<file path="config.mk">
export PLATFORM = sky130hd
export DESIGN_NAME = cfg_index_port
export DESIGN_NICKNAME = d
export VERILOG_FILES = /design/src/rtl/cfg_port_pkg.sv /design/src/rtl/cfg_port_decode.sv /design/src/rtl/cfg_reg_bank.sv /design/src/rtl/cfg_ctl_decode.sv /design/src/rtl/cfg_index_port.sv
export SDC_FILE = /design/constraint.sdc
export NUM_CORES = 2
export LEC_CHECK = 0
export BUFFER_PORTS_ARGS = -buffer_cell sky130_fd_sc_hd__buf_4
export CORE_MARGIN = 2
export CORE_UTILIZATION = 64
export DETAILED_ROUTE_END_ITERATION = 16
export GPL_ROUTABILITY_DRIVEN = 0
export PLACE_DENSITY = 0.8
export SYNTH_ARGS = -nofsm -noshare
export SYNTH_HDL_FRONTEND = slang
export SYNTH_HIERARCHICAL = 1
export SYNTH_SLANG_ARGS = --single-unit
</file>
<file path="constraint.sdc">
create_clock -name clk -period 4.1 [get_ports clk]
set_input_delay 0.615 -clock clk [delete_from_list [all_inputs] [get_ports clk]]
set_output_delay 0.615 -clock clk [all_outputs]
set_load 0.01 [all_outputs]
</file>
<file path="src/rtl/cfg_port_pkg.sv">
package cfg_port_pkg;
   localparam int REG_W    = 8;
   localparam int IDX_W    = 8;
   localparam int NUM_REGS = 1 << IDX_W;
   localparam int NUM_TAPS = 4;

   // Order of the register taps presented to the control decoder
   typedef enum int {
      TAP_CACHE    = 0,
      TAP_CLOCK    = 1,
      TAP_ROUTE_AB = 2,
      TAP_ROUTE_CD = 3
   } tap_e;

   localparam logic [IDX_W-1:0] TAP_IDX [NUM_TAPS] = '{8'h16, 8'h29, 8'h42, 8'h43};

   // Power-on contents: zero except a few fixed defaults
   function automatic logic [REG_W-1:0] reset_value(input logic [IDX_W-1:0] idx);
      case (idx)
         8'h3C:   return 8'h03;
         8'h3D:   return 8'h01;
         8'h40:   return 8'h03;
         default: return 8'h00;
      endcase
   endfunction

   // Bits that a write may set; cleared bits always store zero
   function automatic logic [REG_W-1:0] write_mask(input logic [IDX_W-1:0] idx);
      case (idx)
         8'h14:   return 8'hBF;
         default: return 8'hFF;
      endcase
   endfunction
endpackage

</file>
<file path="src/rtl/cfg_port_decode.sv">
module cfg_port_decode #(
   parameter int                ADDR_W    = 16,
   parameter logic [ADDR_W-1:0] IDX_PORT  = 'h22,
   parameter logic [ADDR_W-1:0] DATA_PORT = 'h23
) (
   input  logic [ADDR_W-1:0] io_addr,
   input  logic              io_wr,
   input  logic              io_rd,
   input  logic              io_byte_en,
   output logic              idx_wr,
   output logic              dat_wr,
   output logic              dat_rd
);
   logic hit_idx, hit_dat;

   assign hit_idx = io_byte_en && (io_addr == IDX_PORT);
   assign hit_dat = io_byte_en && (io_addr == DATA_PORT);

   assign idx_wr = io_wr && hit_idx;
   assign dat_wr = io_wr && hit_dat;
   assign dat_rd = io_rd && hit_dat;
endmodule

</file>
<file path="src/rtl/cfg_reg_bank.sv">
module cfg_reg_bank
   import cfg_port_pkg::*;
#(
   parameter logic [IDX_W-1:0] KEY_IDX = 8'h03,
   parameter logic [REG_W-1:0] KEY_VAL = 8'hC5
) (
   input  logic                            clk,
   input  logic                            rst_n,
   input  logic                            idx_wr,
   input  logic                            dat_wr,
   input  logic [REG_W-1:0]                wdata,
   output logic [IDX_W-1:0]                idx_q,
   output logic [REG_W-1:0]                rd_byte,
   output logic                            unlocked,
   output logic [NUM_TAPS-1:0][REG_W-1:0]  taps
);
   logic [REG_W-1:0] mem [NUM_REGS];
   logic             wr_ok;

   assign unlocked = (mem[KEY_IDX] == KEY_VAL);
   assign wr_ok    = dat_wr && ((idx_q == KEY_IDX) || unlocked);

   always_ff @(posedge clk) begin
      if (!rst_n) begin
         idx_q <= '0;
         for (int i = 0; i < NUM_REGS; i++)
            mem[i] <= reset_value(IDX_W'(i));
      end else begin
         if (idx_wr)
            idx_q <= wdata;
         if (wr_ok)
            mem[idx_q] <= wdata & write_mask(idx_q);
      end
   end

   assign rd_byte = mem[idx_q];

   for (genvar t = 0; t < NUM_TAPS; t++) begin : g_tap
      assign taps[t] = mem[TAP_IDX[t]];
   end
endmodule

</file>
<file path="src/rtl/cfg_ctl_decode.sv">
module cfg_ctl_decode
   import cfg_port_pkg::*;
#(
   parameter int NUM_ROUTES = 4,
   parameter int ROUTE_W    = 4,
   parameter int ICACHE_BIT = 0,
   parameter int ECACHE_BIT = 1,
   parameter int FRST_BIT   = 4,
   localparam int ROUTE_BUS_W = NUM_ROUTES * ROUTE_W
) (
   input  logic [NUM_TAPS-1:0][REG_W-1:0] taps,
   output logic                           icache_en,
   output logic                           ecache_en,
   output logic                           fastrst_port_en,
   output logic [ROUTE_BUS_W-1:0]         irq_route,
   output logic [NUM_ROUTES-1:0]          irq_route_en
);
   logic [ROUTE_BUS_W-1:0] route_bus;
   logic [REG_W-1:0]       unused_cache_tap;
   logic [REG_W-1:0]       unused_clock_tap;

   assign icache_en       = taps[TAP_CACHE][ICACHE_BIT];
   assign ecache_en       = taps[TAP_CACHE][ECACHE_BIT];
   assign fastrst_port_en = taps[TAP_CLOCK][FRST_BIT];
   assign unused_cache_tap = taps[TAP_CACHE];
   assign unused_clock_tap = taps[TAP_CLOCK];

   assign route_bus = {taps[TAP_ROUTE_CD], taps[TAP_ROUTE_AB]};

   for (genvar r = 0; r < NUM_ROUTES; r++) begin : g_route
      logic [ROUTE_W-1:0] field;
      assign field                            = route_bus[r*ROUTE_W +: ROUTE_W];
      assign irq_route[r*ROUTE_W +: ROUTE_W]  = field;
      assign irq_route_en[r]                  = |field;
   end
endmodule

</file>
<file path="src/rtl/cfg_index_port.sv">
module cfg_index_port
   import cfg_port_pkg::*;
#(
   parameter int                ADDR_W     = 16,
   parameter logic [ADDR_W-1:0] IDX_PORT   = 'h22,
   parameter logic [ADDR_W-1:0] DATA_PORT  = 'h23,
   parameter logic [IDX_W-1:0]  KEY_IDX    = 8'h03,
   parameter logic [REG_W-1:0]  KEY_VAL    = 8'hC5,
   parameter bit                RSV_BLANK  = 1'b1,
   parameter logic [IDX_W-1:0]  RSV_SINGLE = 8'h20,
   parameter logic [IDX_W-1:0]  RSV_FLOOR  = 8'hC0,
   parameter int                NUM_ROUTES = 4,
   parameter int                ROUTE_W    = 4
) (
   input  logic                          clk,
   input  logic                          rst_n,
   input  logic [ADDR_W-1:0]             io_addr,
   input  logic [REG_W-1:0]              io_wdata,
   input  logic                          io_wr,
   input  logic                          io_rd,
   input  logic                          io_byte_en,
   input  logic                          cpu_rsv_strap,
   output logic [REG_W-1:0]              io_rdata,
   output logic                          icache_en,
   output logic                          ecache_en,
   output logic                          fastrst_port_en,
   output logic [NUM_ROUTES*ROUTE_W-1:0] irq_route,
   output logic [NUM_ROUTES-1:0]         irq_route_en
);
   localparam logic [REG_W-1:0] ALL_ONES = '1;

   if (IDX_PORT == DATA_PORT) begin : g_bad_ports
      $error("index and data ports must differ");
   end
   if (NUM_ROUTES * ROUTE_W != 2 * REG_W) begin : g_bad_routes
      $error("route fields must fill exactly two registers");
   end

   logic                           idx_wr, dat_wr, dat_rd;
   logic [IDX_W-1:0]               idx_q;
   logic [REG_W-1:0]               rd_byte;
   logic                           unlocked;
   logic [NUM_TAPS-1:0][REG_W-1:0] taps;
   logic                           rsv_hit;

   cfg_port_decode #(
      .ADDR_W   (ADDR_W),
      .IDX_PORT (IDX_PORT),
      .DATA_PORT(DATA_PORT)
   ) u_decode (
      .io_addr   (io_addr),
      .io_wr     (io_wr),
      .io_rd     (io_rd),
      .io_byte_en(io_byte_en),
      .idx_wr    (idx_wr),
      .dat_wr    (dat_wr),
      .dat_rd    (dat_rd)
   );

   cfg_reg_bank #(
      .KEY_IDX(KEY_IDX),
      .KEY_VAL(KEY_VAL)
   ) u_bank (
      .clk     (clk),
      .rst_n   (rst_n),
      .idx_wr  (idx_wr),
      .dat_wr  (dat_wr),
      .wdata   (io_wdata),
      .idx_q   (idx_q),
      .rd_byte (rd_byte),
      .unlocked(unlocked),
      .taps    (taps)
   );

   cfg_ctl_decode #(
      .NUM_ROUTES(NUM_ROUTES),
      .ROUTE_W   (ROUTE_W)
   ) u_ctl (
      .taps           (taps),
      .icache_en      (icache_en),
      .ecache_en      (ecache_en),
      .fastrst_port_en(fastrst_port_en),
      .irq_route      (irq_route),
      .irq_route_en   (irq_route_en)
   );

   if (RSV_BLANK) begin : g_rsv_blank
      assign rsv_hit = cpu_rsv_strap && ((idx_q == RSV_SINGLE) || (idx_q >= RSV_FLOOR));
   end else begin : g_rsv_none
      logic unused_strap;
      assign unused_strap = cpu_rsv_strap;
      assign rsv_hit      = 1'b0;
   end

   assign io_rdata = (dat_rd && !rsv_hit) ? rd_byte : ALL_ONES;
endmodule

</file>
Word level (Yosys, flattened, before mapping)
Memory sizes are Yosys's and may differ from the RTL's. A register that Yosys moved wholly into a read port is not among the register bits.
Cells that the tools add are included.
Storage, ports and cells
  RAM bits: 2048
  memories kept: 1
  bits in registers: 8
  bits of input ports: 30
  word-level logic and storage cells: 42
Operators by class
  equal/unequal tests: 6
  $lt $le $gt $ge: 1
  bitwise gates (word level): 1
  multiplexer cells: 16
  reductions and logical operators: 16
Memory list
  u_bank.mem: depth 256, width 8, rd ports 6, clocked after Yosys merged registers in 1, write ports 256, RTL line cfg_reg_bank.sv:17  | logic [REG_W-1:0] mem [NUM_REGS];
Operators by type and width (number)
  $mux W8: 10
  $eq A16 B6 Y1 const B: 2
  $reduce_or A4 Y1: 4
  $and A8 B8 Y8: 1
  $eq A8 B2 Y1 const B: 1
  $eq A8 B5 Y1 const B: 1
  $eq A8 B6 Y1 const B: 1
  $eq A8 B8 Y1 const B: 1
  $ge A8 B8 Y1 const B: 1
  $logic_and A1 B1 Y1: 8
  $reduce_or A8 Y1: 1
  $mux W7: 1
  $mux W1: 5
  $logic_or A1 B1 Y1: 2
  $logic_not A1 Y1: 1

Logic depth before layout (Yosys ltp)
  word-level depth: 9
  mapped depth: 15
  depth with buffers taken out: 9

Cells and area by module
The synthesis kept the hierarchy.
Modules (own cells, without submodules)
  cfg_reg_bank: area an instance 94709.6 um^2, cells each 6501, instances 1
  cfg_index_port: area an instance 181.4 um^2, cells each 32, instances 1
  cfg_ctl_decode: area an instance 172.7 um^2, cells each 23, instances 1
  cfg_port_decode: area an instance 86.3 um^2, cells each 10, instances 1

Worst setup path after synthesis
Ideal clock, no wire load.
  kind: flip-flop to output port
  start: register (tool-made name)
  end: output port io_rdata[6]
  arrival: 2804 ps
  stages on the path, launching flop included: 15
  setup slack: 681 ps
  path buffers: 5
  cell sequence: dfxtp_1 -> buf_4 -> buf_4 -> buf_4 -> buf_4 -> buf_4 -> nor2b_1 -> nand2_1 -> a21o_1 -> a41oi_1 -> o2bb2ai_1 -> o2111ai_1 -> nor3_1 -> inv_1 -> a32oi_1
RTL lines
  end: declaration: RTL line cfg_index_port.sv:23  | output logic [REG_W-1:0] io_rdata,

==> summary.md <==
| Metric | Value |
|---|---|
| Distinct cells, synth | `65` |
| Failing checks | `setup timing` |
| Total number of vias | `~60000` |
| Inst Count DP | `8571` |
| Share of the synthesized area in the top cell type | `64.6%` |
| Worst setup SP type | `flip-flop` |
| Die Ht | `between 300 and 400 um` |
| # IOs | `slightly above 60` |
| Slew @ Worst Pin | `1.19 ns` |
| Starting DRT DRC Count | `~9400` |
| Syn Std Cell Area | `between 90000 and 100000 um^2` |
| Sequential Power Share | `55.2%` |
| Reg-to-Reg End | `u_bank/mem[38][5]$_SDFFCE_PN0P_` |
| Routed WL | `about 270 mm` |
| Final ANT Viol Nets | `0` |
| Combinational fraction of design power | `4.0%` |
| Total clock sinks | `2064` |
| Crit Path Max Fanout | `21` |
| Setup Viol. Count Final | `8` |
| Net switching power | `between 9 and 10 mW` |
| Sw Share | `between 20% and 30%` |
| Vias per cell | `a little under 7` |
| Fill count | `about 8100` |
| TritonCTS clock tree | `yes` |
| Largest net degree at the start of global routing | `195` |
| Fin. Hold Viols | `0` |
| GR peak layer | `met2` |
| Post-Synthesis Cells | `6566` |
| Initial Utilization | `between 60% and 70%` |
| Register cell area after layout | `between 60000 and 70000 um^2` |
| Main synth FF type | `edfxtp_1` |
| Final #Nets | `roughly 6900` |
| Arrival time worst endpoint | `4.18 ns` |
| Vias in the first global route | `60400` |
| Final TNS setup | `-5.12 ns` |
| Placed Area | `roughly 100000 um^2` |
| Rel. slew slack | `about a fifth` |
| Post-synth EDFFs | `approximately 2000` |
| IO Port Bufs | `60` |
| DRC | `0` |
| Die W | `about 400 um` |
| H-tree Lvls | `4` |
| Total power | `roughly 44 mW` |
| Wire per inst | `between 20 and 30 um` |
| Peak supply drop | `0.465 mV` |
| Clock transition at path regs | `about 0.060 ns` |
| Met2 Usage GRT | `a little over half` |
| P_int | `35.0 mW` |
| Non-filler cells, final | `9004` |
| Met1 GRT Util | `48.0%` |
| Reg2Reg Depth | `10` |
| Clk root buf | `clkbuf_16` |
| Syn-to-layout area delta | `15.6%` |
| Clock latency at the later pin of the worst-skew pair | `~0.84 ns` |
| Setup crit end kind | `primary output` |
| Initial antenna violation count | `6` |
| RSZ-0062 raised after global routing | `yes` |
| Row cnt | `141` |
| Commonest cells post-synth | `2048 x edfxtp_1, 1790 x and2_1, 494 x clkbuf_1, 438 x mux4_2, 308 x nor2_1` |
| Reg2reg setup slack | `around 0.38 ns` |
| Met3 usage | `under 10%` |
| Fmax | `between 200 and 250 MHz` |
| GR Overflow Total | `0` |
| Syn avg cell area | `14.5 um^2` |
| CP required | `3.48 ns` |
| TritonCTS Buffers | `a little under 200` |
| Synth async-reset ratio | `0%` |
| Design area | `around 110000 um^2` |
| Placement Setup Slack | `-0.647 ns` |
| CP Class | `reg -> out` |
| Total die area | `between 150000 and 200000 um^2` |
| PwrDens | `~400 nW/um^2` |
| Status | `finished with violations` |
| Global-route wire length before repair | `~390 mm` |
| Seq cells post-synth | `2064` |
| Setup WS post-layout | `-0.692 ns` |
| YS warnings | `6` |
| Crit path to | `io_rdata[7]` |
| Multi-input gate area | `~32000 um^2` |
| HPWL Detailed | `around 170 mm` |
| Max-cap viol count | `0` |
| First-pass iteration count of the detailed router | `6` |
| Post-Syn Nets | `6596` |
| Critical R2R Launch | `u_bank/idx_q[5]$_SDFFE_PN0P_` |
| Lkg Pwr | `between 30 and 40 nW` |
| Final period utilization | `117%` |
| Clk buf depth | `3` |
| Clk pwr share | `40.7%` |
| Post-synth top area cell | `edfxtp_1` |
| Final number of max-transition violations | `0` |
| Tot GR Track Use | `a little over a third` |
| Worst Skew | `0.0293 ns` |
| Tightest Hold Check Type | `in -> reg` |
| Layout cells sized above 1 | `25.1%` |
| Sequential element share of the synthesized area | `between 60% and 70%` |
| Synth area leaders | `edfxtp_1 65%, and2_1 12%, mux4_2 10%` |
| Count leader, synth | `edfxtp_1` |
| Min cycle time layout | `around 4.8 ns` |
| CORE AREA | `approximately 150000 um^2` |
stage by stage:
step / util [%] / hold slack [ns]
after floorplan: - / 0.582
after global placement: 68.5 / 0.682
after detailed placement: 68.5 / 0.702
after CTS: 74.1 / 0.226
after global routing: 74.5 / 0.255
final: 74.5 / 0.276
worst max-delay path, cell delays in order, from the launching register on:
cell,delay [ns]
dfxtp_4,0.44
buf_12,0.27
nor2b_4,0.46
buf_4,0.32
a22oi_1,0.12
a21oi_1,0.66
nor4_4,0.17
nor3_4,0.27
nor2_2,0.08
a32oi_4,0.35
buf_6,0.16
power groups by stage:
stage | Clock, mW | Combinational (mW) | Sequential [mW]
global route | 18.9 | 1.86 | 24.6
CTS | 18.1 | 1.74 | 24.5
global placement | 0 | 1.65 | 24.9
finish | 18.1 | 1.79 | 24.5
floorplan | 0 | 0.960 | 24.7
detailed placement | 0 | 1.70 | 24.9
sequential cells by signal, summed over array words and instances, names as in the netlist, named ones only:
| name | cells |
|---|---|
| u_bank/mem | 2048 |
| u_bank/idx_q | 8 |
what timing repair did:
| action | 4_1_cts | 5_1_grt |
|---|---|---|
| pin swaps | 55 | 54 |
| gates cloned | 9 | 0 |
| resized for setup | 258 | 83 |
| setup buffers | 35 | 34 |
| hold buffers | 0 | 0 |
| setup endpoints to repair | 8 | 8 |
layout by cell type, fill, tap and decap left out, types with 80 or more instances in the layout:
master     netlist  layout
edfxtp_1      2048    2048
and2_1        1790    1788
buf_4           40     656
mux4_2         438     438
nor2_1         308     302
nor3_1         276     264
o21ai_0        271     259
clkbuf_16        0     202
mux2i_1        132     128
a22oi_1        129      80
kinds of logic (layout without fill, tap and decap cells):
logic type | after synthesis | after routing | synth area share (%)
other | 1 | 2 | 0.00394
DFF | 2064 | 2064 | 65.0
muxes | 598 | 598 | 12.1
AOI/OAI and AO/OA | 687 | 687 | 4.53
and+or+nand+nor | 2564 | 2564 | 15.6
buffers and inverters | 652 | 1159 | 2.83
layout make-up:
type | count | share of cell area [%]
timing repair buffer | 784 | 6.59
antenna | 1 | 0.00228
clock inverter | 105 | 0.953
tap | 1930 | 2.20
inverter | 15 | 0.0512
clock buffer | 255 | 4.80
multi-input combinational | 3850 | 29.2
sequential | 2064 | 56.2
layer usage:
layer / up-vias / part of all wire, % / routed length [um]
met1: 30300 / 35 / 92000
met2: 4871 / 46 / 122000
met3: 816 / 15 / 38700
met5: - / 0.039 / 104
met4: 10 / 5.0 / 13400
li1: 25100 / - / -
worst min path at each step:
stage	from	to	slack, ns	depth (start not counted)
6_report	io_wdata[6]	flip-flop	0.28	3
5_1_grt	io_wdata[6]	u_bank/idx_q[6]$_SDFFE_PN0P_	0.25	3
4_1_cts	io_wdata[6]	u_bank/idx_q[6]$_SDFFE_PN0P_	0.23	3
3_5_place_dp	u_bank/idx_q[0]$_SDFFE_PN0P_	flip-flop	0.70	2
3_3_place_gp	u_bank/idx_q[5]$_SDFFE_PN0P_	u_bank/idx_q[5]$_SDFFE_PN0P_	0.68	2
2_1_floorplan	u_bank/idx_q[1]$_SDFFE_PN0P_	flip-flop	0.58	2
Power figures use the tool's default switching activity.
